## config.mk

```make
export PLATFORM = sky130hd
export DESIGN_NAME = ipa_arbiter
export DESIGN_NICKNAME = d
export VERILOG_FILES = /design/src/rtl/ipa_pkg.sv /design/src/rtl/ipa_ext_sense.sv /design/src/rtl/ipa_level_chain.sv /design/src/rtl/ipa_arbiter.sv
export SDC_FILE = /design/constraint.sdc
export NUM_CORES = 1
export LEC_CHECK = 0
export BUFFER_PORTS_ARGS = -buffer_cell sky130_fd_sc_hd__buf_2
export CORE_UTILIZATION = 35
export CTS_CLUSTER_DIAMETER = 50
export DETAILED_ROUTE_END_ITERATION = 16
export HOLD_SLACK_MARGIN = 0.03
export PLACE_DENSITY = 0.68
export REMOVE_ABC_BUFFERS = 1
export SYNTH_ARGS = -nofsm -noshare
export SYNTH_HDL_FRONTEND = slang
export SYNTH_SLANG_ARGS = --single-unit
```

## constraint.sdc

```tcl
create_clock -name clk -period 12.1 [get_ports clk]
set_input_delay 2.42 -clock clk [delete_from_list [all_inputs] [get_ports clk]]
set_output_delay 2.42 -clock clk [all_outputs]
set_load 0.02 [all_outputs]
```

## src/rtl/ipa_pkg.sv

```systemverilog
package ipa_pkg;
    localparam int LVL_W = 3;
    localparam int IDX_W = 5;
    typedef logic [LVL_W-1:0] lvl_t;
    typedef logic [IDX_W-1:0] idx_t;
endpackage

```

## src/rtl/ipa_ext_sense.sv

```systemverilog
// Per-pin synchronizer with selectable edge/level detection and polarity.
module ipa_ext_sense (
    input  logic clk,
    input  logic rst_n,
    input  logic pin,
    input  logic level_mode,
    input  logic active_high,
    input  logic clr,
    output logic req
);
    typedef struct packed {
        logic s1;
        logic s2;
        logic prev;
        logic pend;
    } sense_t;

    sense_t sense_d, sense_q;
    logic   act_edge;

    always_comb begin
        act_edge = active_high ? (sense_q.s2 & ~sense_q.prev)
                               : (~sense_q.s2 & sense_q.prev);
        sense_d      = sense_q;
        sense_d.s1   = pin;
        sense_d.s2   = sense_q.s1;
        sense_d.prev = sense_q.s2;
        // a fresh edge wins over a clear in the same cycle
        sense_d.pend = level_mode ? 1'b0 : (act_edge | (sense_q.pend & ~clr));
        req = level_mode ? (sense_q.s2 == active_high) : sense_q.pend;
    end

    always_ff @(posedge clk) begin
        if (!rst_n) sense_q <= '0;
        else        sense_q <= sense_d;
    end

    // acceptance removes an edge request when no new edge arrives
    a_r9_edge_cleared: assert property (@(posedge clk) disable iff (!rst_n)
        (!level_mode && clr && !act_edge) |=> !sense_q.pend);
endmodule

```

## src/rtl/ipa_level_chain.sv

```systemverilog
// Successive-comparison chain: each stage keeps the best (level, index) so far.
module ipa_level_chain
    import ipa_pkg::*;
#(
    parameter int N = 8
) (
    input  logic [N-1:0]       req,
    input  logic [N*LVL_W-1:0] lvl_flat,
    output logic               found,
    output idx_t               win_idx,
    output lvl_t               win_lvl
);
    lvl_t best_lvl [0:N];
    idx_t best_idx [0:N];

    assign best_lvl[0] = '0;
    assign best_idx[0] = '0;

    for (genvar i = 0; i < N; i++) begin : g_stage
        lvl_t cand;
        logic take;
        assign cand = req[i] ? lvl_flat[i*LVL_W +: LVL_W] : '0;
        // strict compare keeps the lower index on ties
        assign take = cand > best_lvl[i];
        assign best_lvl[i+1] = take ? cand : best_lvl[i];
        assign best_idx[i+1] = take ? idx_t'(i) : best_idx[i];
    end

    assign win_lvl = best_lvl[N];
    assign win_idx = best_idx[N];
    assign found   = (best_lvl[N] != '0);
endmodule

```

## src/rtl/ipa_arbiter.sv

```systemverilog
module ipa_arbiter
    import ipa_pkg::*;
#(
    parameter int NUM_EXT = 3,
    parameter int NUM_INT = 5,
    parameter int DET_W   = 2
) (
    input  logic                              clk,
    input  logic                              rst_n,
    input  logic [NUM_INT-1:0]                int_req_set,
    input  logic [NUM_EXT-1:0]                ext_pin,
    input  logic [NUM_EXT-1:0]                ext_level_sense,
    input  logic [NUM_EXT-1:0]                ext_active_high,
    input  logic [(NUM_EXT+NUM_INT)*LVL_W-1:0] src_level,
    input  logic                              irq_disable,
    input  logic [LVL_W-1:0]                  cur_ipl,
    input  logic [DET_W-1:0]                  det_sel,
    output logic                              accept,
    output logic [IDX_W-1:0]                  accept_idx,
    output logic [LVL_W-1:0]                  new_ipl
);
    localparam int NUM_SRC = NUM_EXT + NUM_INT;
    localparam int CNT_W   = 1 << DET_W;

    typedef struct packed {
        logic               busy;
        logic [CNT_W-1:0]   cnt;
        logic [NUM_INT-1:0] pend;
        logic               acc;
        idx_t               idx;
        lvl_t               ipl;
    } arb_t;

    arb_t st_d, st_q;

    logic [NUM_EXT-1:0] ext_req;
    logic [NUM_SRC-1:0] all_req;
    logic [NUM_SRC-1:0] clr_all;
    logic               found;
    idx_t               win_idx;
    lvl_t               win_lvl;
    logic               grant;
    logic [CNT_W:0]     win_len;

    for (genvar i = 0; i < NUM_EXT; i++) begin : g_ext
        ipa_ext_sense u_sense (
            .clk        (clk),
            .rst_n      (rst_n),
            .pin        (ext_pin[i]),
            .level_mode (ext_level_sense[i]),
            .active_high(ext_active_high[i]),
            .clr        (clr_all[i]),
            .req        (ext_req[i])
        );
    end

    assign all_req = {st_q.pend, ext_req};

    ipa_level_chain #(.N(NUM_SRC)) u_chain (
        .req     (all_req),
        .lvl_flat(src_level),
        .found   (found),
        .win_idx (win_idx),
        .win_lvl (win_lvl)
    );

    always_comb begin
        win_len = (CNT_W+1)'(2) << det_sel;
        grant   = st_q.busy && (st_q.cnt == '0) && found &&
                  !irq_disable && (win_lvl > cur_ipl);
        for (int k = 0; k < NUM_SRC; k++)
            clr_all[k] = grant && (win_idx == idx_t'(k));

        st_d      = st_q;
        st_d.acc  = 1'b0;
        st_d.pend = (st_q.pend & ~clr_all[NUM_SRC-1:NUM_EXT]) | int_req_set;

        if (!st_q.busy) begin
            if (found) begin
                st_d.busy = 1'b1;
                st_d.cnt  = CNT_W'(win_len - 1'b1);
            end
        end else if (st_q.cnt != '0) begin
            st_d.cnt = st_q.cnt - 1'b1;
        end else begin
            st_d.busy = 1'b0;
            if (grant) begin
                st_d.acc = 1'b1;
                st_d.idx = win_idx;
                st_d.ipl = win_lvl;
            end
        end
    end

    always_ff @(posedge clk) begin
        if (!rst_n) st_q <= '0;
        else        st_q <= st_d;
    end

    assign accept     = st_q.acc;
    assign accept_idx = st_q.idx;
    assign new_ipl    = st_q.ipl;

    a_r7_single_cycle: assert property (@(posedge clk) disable iff (!rst_n)
        accept |=> !accept);
    a_r5_above_ipl: assert property (@(posedge clk) disable iff (!rst_n)
        accept |-> (new_ipl > $past(cur_ipl)));
    a_r6_disable_blocks: assert property (@(posedge clk) disable iff (!rst_n)
        accept |-> !$past(irq_disable));
    a_r4_level_nonzero: assert property (@(posedge clk) disable iff (!rst_n)
        accept |-> (new_ipl != '0));
    a_r8_window_count: assert property (@(posedge clk) disable iff (!rst_n)
        (st_q.busy && st_q.cnt != '0) |=>
            (st_q.busy && st_q.cnt == $past(st_q.cnt) - 1'b1));
endmodule

```

# [Yosys cells after proc, flatten, opt, wreduce, memory -nomap -nowiden]
# Index checks and enable logic that the tools add are counted.
# W data, S select, Z words.
[op_classes] add_sub_neg=2 n_eq_ne=11 shifts=1 bitwise_logic=27 n_mux=34 order_cmp=9 n_reduce_logical=24
[op_table] operator="$mux W3" n=16
[op_table] operator="$mux W5" n=8
[op_table] operator="$gt A3 B3 Y1" n=8
[op_table] operator="$eq A5 B3 Y1 const B" n=4
[op_table] operator="$logic_and A1 B1 Y1" n=12
[op_table] operator="$not A1 Y1" n=12
[op_table] operator="$eq A5 B2 Y1 const B" n=2
[op_table] operator="$and A1 B1 Y1" n=9
[op_table] operator="$mux W9" n=1
[op_table] operator="$mux W1" n=8
[op_table] operator="$sub A4 B1 Y4 const B" n=2
[op_table] operator="$reduce_or A2 Y1" n=3
[op_table] operator="$and A5 B5 Y5" n=1
[op_table] operator="$eq A5 B1 Y1 const B" n=1
[op_table] operator="$logic_not A5 Y1" n=1
[op_table] operator="$not A5 Y5" n=1
[op_table] operator="$or A5 B5 Y5" n=1
[op_table] operator="$logic_not A4 Y1" n=1
[op_table] operator="$mux W4" n=1
[op_table] operator="$reduce_bool A4 Y1" n=1
[op_table] operator="$shl A2 B2 Y4 const A" n=1
[op_table] operator="$eq A1 B1 Y1" n=3
[op_table] operator="$gt A3 B1 Y1 const B" n=1
[op_table] operator="$or A1 B1 Y1" n=3
[op_table] operator="other kinds (7)" n=7
[totals] regBits=31 output_inout_bits=9 input_bits=46 word_cells=126

# [Longest topological paths before layout]
# Gate-level depths: netlist of run 1.
[logic_depth] word_depth=27 depth_mapped=51 ltp_nobuf=50

# [Hierarchy]
# From an unflattened synthesis of run 1, not the netlist that was laid out.
[hier_totals] hier_cells=323 hier_area_um2=2748.9
[by_module_without_submodules] module="ipa_level_chain" instances=1 seq_area_each_um2=0.0 cells_per_inst=159 area_per_inst_um2=1221.2
[by_module_without_submodules] module="ipa_arbiter" instances=1 seq_area_each_um2=380.4 cells_per_inst=122 area_per_inst_um2=1066.0
[by_module_without_submodules] module="ipa_ext_sense" instances=3 seq_area_each_um2=80.1 cells_per_inst=14 area_per_inst_um2=153.9

# [Least setup slack after synthesis of run 1]
# OpenSTA, ideal clock, no wires.
[synth_path] kind="in2reg" start="input ext_active_high[0]" end="register st_q, in the netlist new_ipl[0]" arrival_ns=12.170 setup_time_ns=0.079 setup_slack_ns=-0.150 stages=48 path_buffers=1 t_required_ns=12.021 path_cell_list="xor2_1 -> o21ai_1 -> inv_1 -> ha_1 -> and3_1 -> a21oi_1 -> mux2i_1 -> ha_1 -> and3b_1 -> or2_2 -> mux2i_2 -> inv_1 -> ha_1 -> nand3_1 -> a21boi_1 -> nand2_1 -> o21a_1 -> ha_1 -> (+12 left out) -> nor2b_1 -> o21ai_1 -> a21boi_1 -> clkbuf_1 -> mux2_2 -> ha_1 -> nor2b_1 -> o21a_1 -> o21ai_0 -> o221ai_1 -> a32o_1 -> ha_1 -> nor2b_1 -> o21ai_0 -> inv_1 -> o2111ai_1 -> nor2_4 -> a211oi_2"
[synth_lines] item="from (decl)" line="ipa_arbiter.sv:13" text="input logic [NUM_EXT-1:0] ext_active_high,"
[synth_lines] item="to (signal assigned)" line="ipa_arbiter.sv:97" text="else st_q <= st_d;"
[synth_lines] item="to (decl)" line="ipa_arbiter.sv:34" text="arb_t st_d, st_q;"

==> results of run 1 <==
==> worst max-delay path by stage <==
stage                       startpoint            end  slack [ps]
CTS                 ext_active_high[0]     all_req[3]         160
global route        ext_active_high[1]  accept_idx[1]         -90
finish              ext_active_high[1]  accept_idx[1]         570
global placement    ext_active_high[0]  accept_idx[2]          40
detailed placement  ext_active_high[0]     all_req[3]         -90
floorplan           ext_active_high[0]     new_ipl[0]        -210
==> layout make-up <==
class                   count  share of cell area
multi-input cells         275               0.582
flip-flops and latches     29               0.175
repair buffers             80               0.143
well taps                  96              0.0362
inverters                  21              0.0237
clock buffers               5              0.0207
clock inverters             3              0.0196
==> through the flow <==
| step | TNS (ps) | area (um^2) |
|---|---|---|
| final | 0 | 3320 |
| after global routing | -375 | 3320 |
| after CTS | 0 | 3100 |
| after detailed placement | -586 | 2970 |
| after global placement | 0 | 2970 |
| after floorplan | -1920 | 2470 |
==> layer usage <==
layer  global-route usage  up-vias  part of all wire
met2                0.305       49              0.49
met4               0.0417        0             0.014
met1                0.210     1196              0.46
met3               0.0303       11             0.037
li1                     -     1346                 -
met5                    0        -                 0
==> logic make-up after synthesis <==
group / synth area share
and+or+nand+nor: 0.278
buffers and inverters: 0.0591
muxes: 0.0305
other: 0.00148
adders and majority gates: 0.128
DFF: 0.228
AOI/OAI and AO/OA: 0.258
xor gates and xnor gates: 0.0167
==> sequential cells by signal, indices dropped and copies added, names as in the netlist <==
| name | cells |
|---|---|
| all_req | 5 |
| accept_idx | 3 |
| st_q | 5 |
| g_ext.u_sense.sense_d | 6 |
| accept | 1 |
| g_ext.u_sense.sense_q | 6 |
| new_ipl | 3 |
==> synthesized netlist by cell type (2+ instances only) <==
cell	count	area share
inv_1	21	0.031
and3b_1	2	0.0069
nor3_1	13	0.026
a211oi_2	3	0.015
and2_1	19	0.047
o21ai_1	10	0.020
dfxtp_1	29	0.23
a21o_1	3	0.0089
o221ai_1	2	0.0069
nand2b_1	3	0.0074
ha_1	26	0.13
and3_1	2	0.0049
nand3_1	9	0.018
a31oi_1	5	0.012
a32o_1	2	0.0079
a2111oi_0	2	0.0069
nor2b_1	5	0.012
or2_2	2	0.0049
a21oi_1	22	0.043
nand3b_1	9	0.027
a41oi_2	2	0.013
nand2_1	49	0.072
mux2i_1	3	0.012
buf_4	8	0.024
o21a_1	7	0.021
a211oi_1	2	0.0059
o21ai_0	21	0.041
a21boi_1	2	0.0059
xor2_1	2	0.0069
nor2_1	23	0.034
clkbuf_1	3	0.0044
==> what timing repair did <==
action / CTS / global route
hold buffers: 0 / 0
setup endpoints to repair: 0 / 20
buffers inserted: 0 / 13
gates resized for setup: 0 / 23
==> flow_summary.ini, run 1 <==
[detailed_routing]
routed_wl_um = 6570
vias_per_cell = 5.11
drc = 0
avgRoutedWirePerCell_um = 12.9
final_antenna_net_count = 0
vias = 2602
first_pass_iters = 4
drt_iter0_drc = 77

[placed_design]
portBuffers = 52
place_inst = 488
gp_congestion = 0.926
hpwlAfterDp_um = 5060
pre_cts_ws_ps = -87.8

[critical_path]
cp.required_ps = 12290
end_kind = flip-flop
crit_cells = 48
critPathTopFamily = compound AO/OA/AOI/OAI gates
critPathBufInv = 6
crit_fanout = 6
worstSetupStartpointType = input port
critPathMaxStageDelay_ps = 420
path_class = input port to flip-flop
r2r_slack_ps = 2450
worstRegToRegCells = 47
r2r-end = accept_idx[1]
critPathArrivalTime_ps = 11720
cp_slowest_cell = a2111o_1
cpMostUsedCell = ha_1
rr_startpoint = g_ext[1].u_sense.sense_d[1]

[run_status]
status = finished, final reports clean

[clock_network]
worstSkewPairLatency_ps = 280
cts_buffers = 5
htree_num_levels = 2
clk_pin_slew_ps = 70
cts.sinks = 29
cts_buffer_depth = 2
cts_tree = done
cts-root-buf = clkbuf_8

[synth]
yosysSeqAreaShare = 0.228
synth_seq_cells = 29
syn_inst = 335
synth_top_flop_cell = dfxtp_1
avgSynthCellArea_um2 = 7.59
yosys_warnings = 0
synth_edf_count = 0
synth_area_um2 = 2540
ys_async_sr_fraction = 0
synth.distinct_cells = 55

[sta]
hold_violations = 0
worst_pin_slew_ps = 677
fin_crit_sh = 0.953
layout_setup_ws_ps = 573
drv_slew = 0
fin_skew_ps = 4.05
timing.final.crit_period_ps = 11530
slew_headroom = 0.545
fmax_ghz = 0.0868
setup_viol = 0
fin_hold_ws_ps = 429

[final_layout]
drive_gt1_frac = 0.288
diodes = 0
multi_input_area_um2 = 1930
final_cells = 509
num-fill-cells = 707
areaGrowthSynthToFinish_pct = 30.7
final_util = 0.481
layout_common_cells = buf_2 (52), nand2_1 (49), dfxtp_1 (29)
ff_latch_area_um2 = 581
layout_commonest_cell = buf_2
nets = 484

[grt]
grt_pass1_wl_um = 10400
grt_pass1_vias = 2395
grt_usage = 0.170
antenna_found_initial = 0
overflow = 0
grt_max_degree = 17

[die]
die_height_um = 87.2
io-pin-count = 55
die_area_um2 = 7610
rows = 30
start_util = 0.368
core_area_um2 = 6910
die_w_um = 87.2

[hold_path]
hold_end = g_ext[1].u_sense.sense_d[1]
worst_hold_path.num_cells = 1
min_from = g_ext[1].u_sense.sense_d[2]
min_path_type = flip-flop to flip-flop

[job]
drv_cap = 0
Power of run 1 is left out: the tool's default activity adds up to more than one toggle a clock period on the data nets, which glitch-free logic cannot reach.
==> run 2, diff against run 1 <==
- RECOVER_POWER: not set -> 100
- SYNTH_HIERARCHICAL: not set -> 1
==> flow_summary.ini, run 2 <==
[placed_design]
hpwlAfterDp_um = 5000
pre_cts_ws_ps = -164
portBuffers = 54
gp_congestion = 0.815
place_inst = 482

[die]
core_area_um2 = 7410
die_w_um = 90.6
die_area_um2 = 8210
start_util = 0.371
die_height_um = 90.6
rows = 31
io-pin-count = 55

[synth]
ys_async_sr_fraction = 0
yosysTopAreaCell = dfxtp_1
synth_area_um2 = 2750
yosys_warnings = 6
ys_top_cells_by_area = dfxtp_1 (23%), ha_1 (12%), nand2_1 (5.9%)
synth_top_flop_cell = dfxtp_1
netlist_top_cells_count = nand2_1 (43), dfxtp_1 (31), ha_1 (26), inv_1 (26), and2_1 (21)
synth.distinct_cells = 64
yosysSeqAreaShare = 0.226
avgSynthCellArea_um2 = 8.51
netlist.area_leader.share = 0.226
syn_inst = 323
synth.most_common_cell = nand2_1
synth_edf_count = 0
synth_seq_cells = 31

[final_layout]
areaGrowthSynthToFinish_pct = 22.6
diodes = 0
nets = 467
layout_commonest_cell = buf_2
ff_latch_area_um2 = 621
multi_input_area_um2 = 1990
final_cells = 495
num-fill-cells = 768
layout_common_cells = buf_2 (44), nand2_1 (41), dfxtp_1 (31)
drive_gt1_frac = 0.290

[grt]
grt_max_degree = 40
grt_usage = 0.158
antenna_found_initial = 0
grt_pass1_vias = 2518
overflow = 0
grt_pass1_wl_um = 10900

[critical_path]
crit_fanout = 5
critPathMaxStageDelay_ps = 490
end_kind = flip-flop
cp_slowest_cell = or4b_4
cp.required_ps = 12270
worstSetupStartpointType = input port
critPathTopFamily = simple AND/OR/NAND/NOR gates
critPathArrivalTime_ps = 11700
critPathBufInv = 4
r2r_slack_ps = 2480
cpMostUsedCell = ha_1
path_class = input port to flip-flop

[pwr]
comb_power_share = 0.750
internal_power_mw = 0.443
leakage_nw = 1.52
p_per_area_nw_per_um2 = 242
p_switching_mw = 0.372
pwr-share-seq = 0.155
switching_share = 0.456
max-vdd-ir-drop_v = 0.000160
power_mw = 0.815
clkPwrFrac = 0.095

[sta]
setup_viol = 0
drv_slew = 0
timing.final.crit_period_ps = 11530
fin_skew_ps = 5.24
worst_pin_slew_ps = 1440
slew_headroom = 0.0385
fmax_ghz = 0.0867
layout_setup_ws_ps = 565
fin_crit_sh = 0.953
hold_violations = 0

[clock_network]
worstSkewPairLatency_ps = 280
htree_num_levels = 2
clk_pin_slew_ps = 60
ctsHoldBuffers = 0
cts-root-buf = clkbuf_8
cts.sinks = 31
cts_buffers = 5
cts_tree = done
cts_buffer_depth = 2

[detailed_routing]
vias_per_cell = 5.00
routed_wl_um = 6150
avgRoutedWirePerCell_um = 12.4
drc = 0
vias = 2477
drt_iter0_drc = 88
first_pass_iters = 4
final_antenna_net_count = 0

[hold_path]
min_path_type = flip-flop to flip-flop

[job]
drv_cap = 0

[run_status]
status = finished, final reports clean
-- run 2: changes by cell type in the layout (fill, tap and decap cells not counted), moves of 5 or more --
cell      change
o21ai_1       -6
buf_2         -8
o21ai_0       -9
nor3_1       -11
a21oi_1      -13
nand2_1       -8
clkbuf_1     +13
nor2_1        -8
mux2i_1      +11
inv_1         +5
nand3_1       -5
-- run 2: through the flow --
stage | cell area (um^2) | util | hold slack, ps | setup TNS (ps)
after floorplan | 2650 | - | 412 | -235
after global placement | 3200 | 0.432 | 416 | 0
after detailed placement | 3200 | 0.432 | 419 | -1860
after CTS | 3280 | 0.443 | 434 | 0
after global routing | 3370 | 0.455 | 448 | -74.8
final | 3370 | 0.455 | 433 | 0
-- run 2: final cells by class --
class                   count  share of cell area
clock buffers               7              0.0227
clock inverters             1             0.00149
inverters                  26              0.0290
multi-input cells         251               0.592
flip-flops and latches     31               0.184
well taps                  99              0.0368
repair buffers             80               0.134
-- run 2: power by group through the flow --
stage	logic [mW]	registers (mW)	clock network (mW)
floorplan	0.402	0.128	0
global placement	0.567	0.128	0
detailed placement	0.580	0.128	0
CTS	0.583	0.126	0.0800
global route	0.682	0.128	0.0844
finish	0.611	0.126	0.0772
-- run 2: worst paths after layout --
check	start	cells after the start	to
min reg2reg	g_ext[2].u_sense/sense_d[2]	1	g_ext[2].u_sense/sense_d[1]
max reg2reg	g_ext[1].u_sense/sense_d[1]	48	g_ext[0].u_sense/sense_q[0]
min	g_ext[2].u_sense/sense_d[2]	1	g_ext[2].u_sense/sense_d[1]
max	ext_active_high[1]	49	g_ext[0].u_sense/sense_q[0]
-- run 2: kinds of logic after synthesis --
kind of cell	after synthesis	share of synthesized area
simple gates	123	0.246
compound gates	76	0.237
buf+inv	42	0.0737
flops	31	0.226
fa+ha+maj	26	0.118
mux	21	0.0883
xor+xnor	3	0.00956
other cells	1	0.00136
-- run 2: worst reg2reg max path: cells and delay by family (launching register included) --
kind                       cells  cell delay (ps)
adders and majority gates      8             2180
buffers and inverters          3              200
xor gates and xnor gates       1              120
AOI/OAI and AO/OA             12             2210
DFF                            1              330
muxes                          5             1430
and+or+nand+nor               19             3060
-- run 2: repair_timing --
action	4_1_cts	5_1_grt
setup buffers	0	5
setup endpoints to repair	0	17
gates resized for setup	0	16
-- run 2: layer usage --
metal | share of wire | up-vias | track usage
met3 | 0.035 | 10 | 0.0236
li1 | - | 1297 | -
met4 | 0.012 | 0 | 0.0444
met5 | 0 | - | 0
met1 | 0.46 | 1128 | 0.190
met2 | 0.50 | 42 | 0.289
Note: power is estimated with default switching activity, not from simulation.
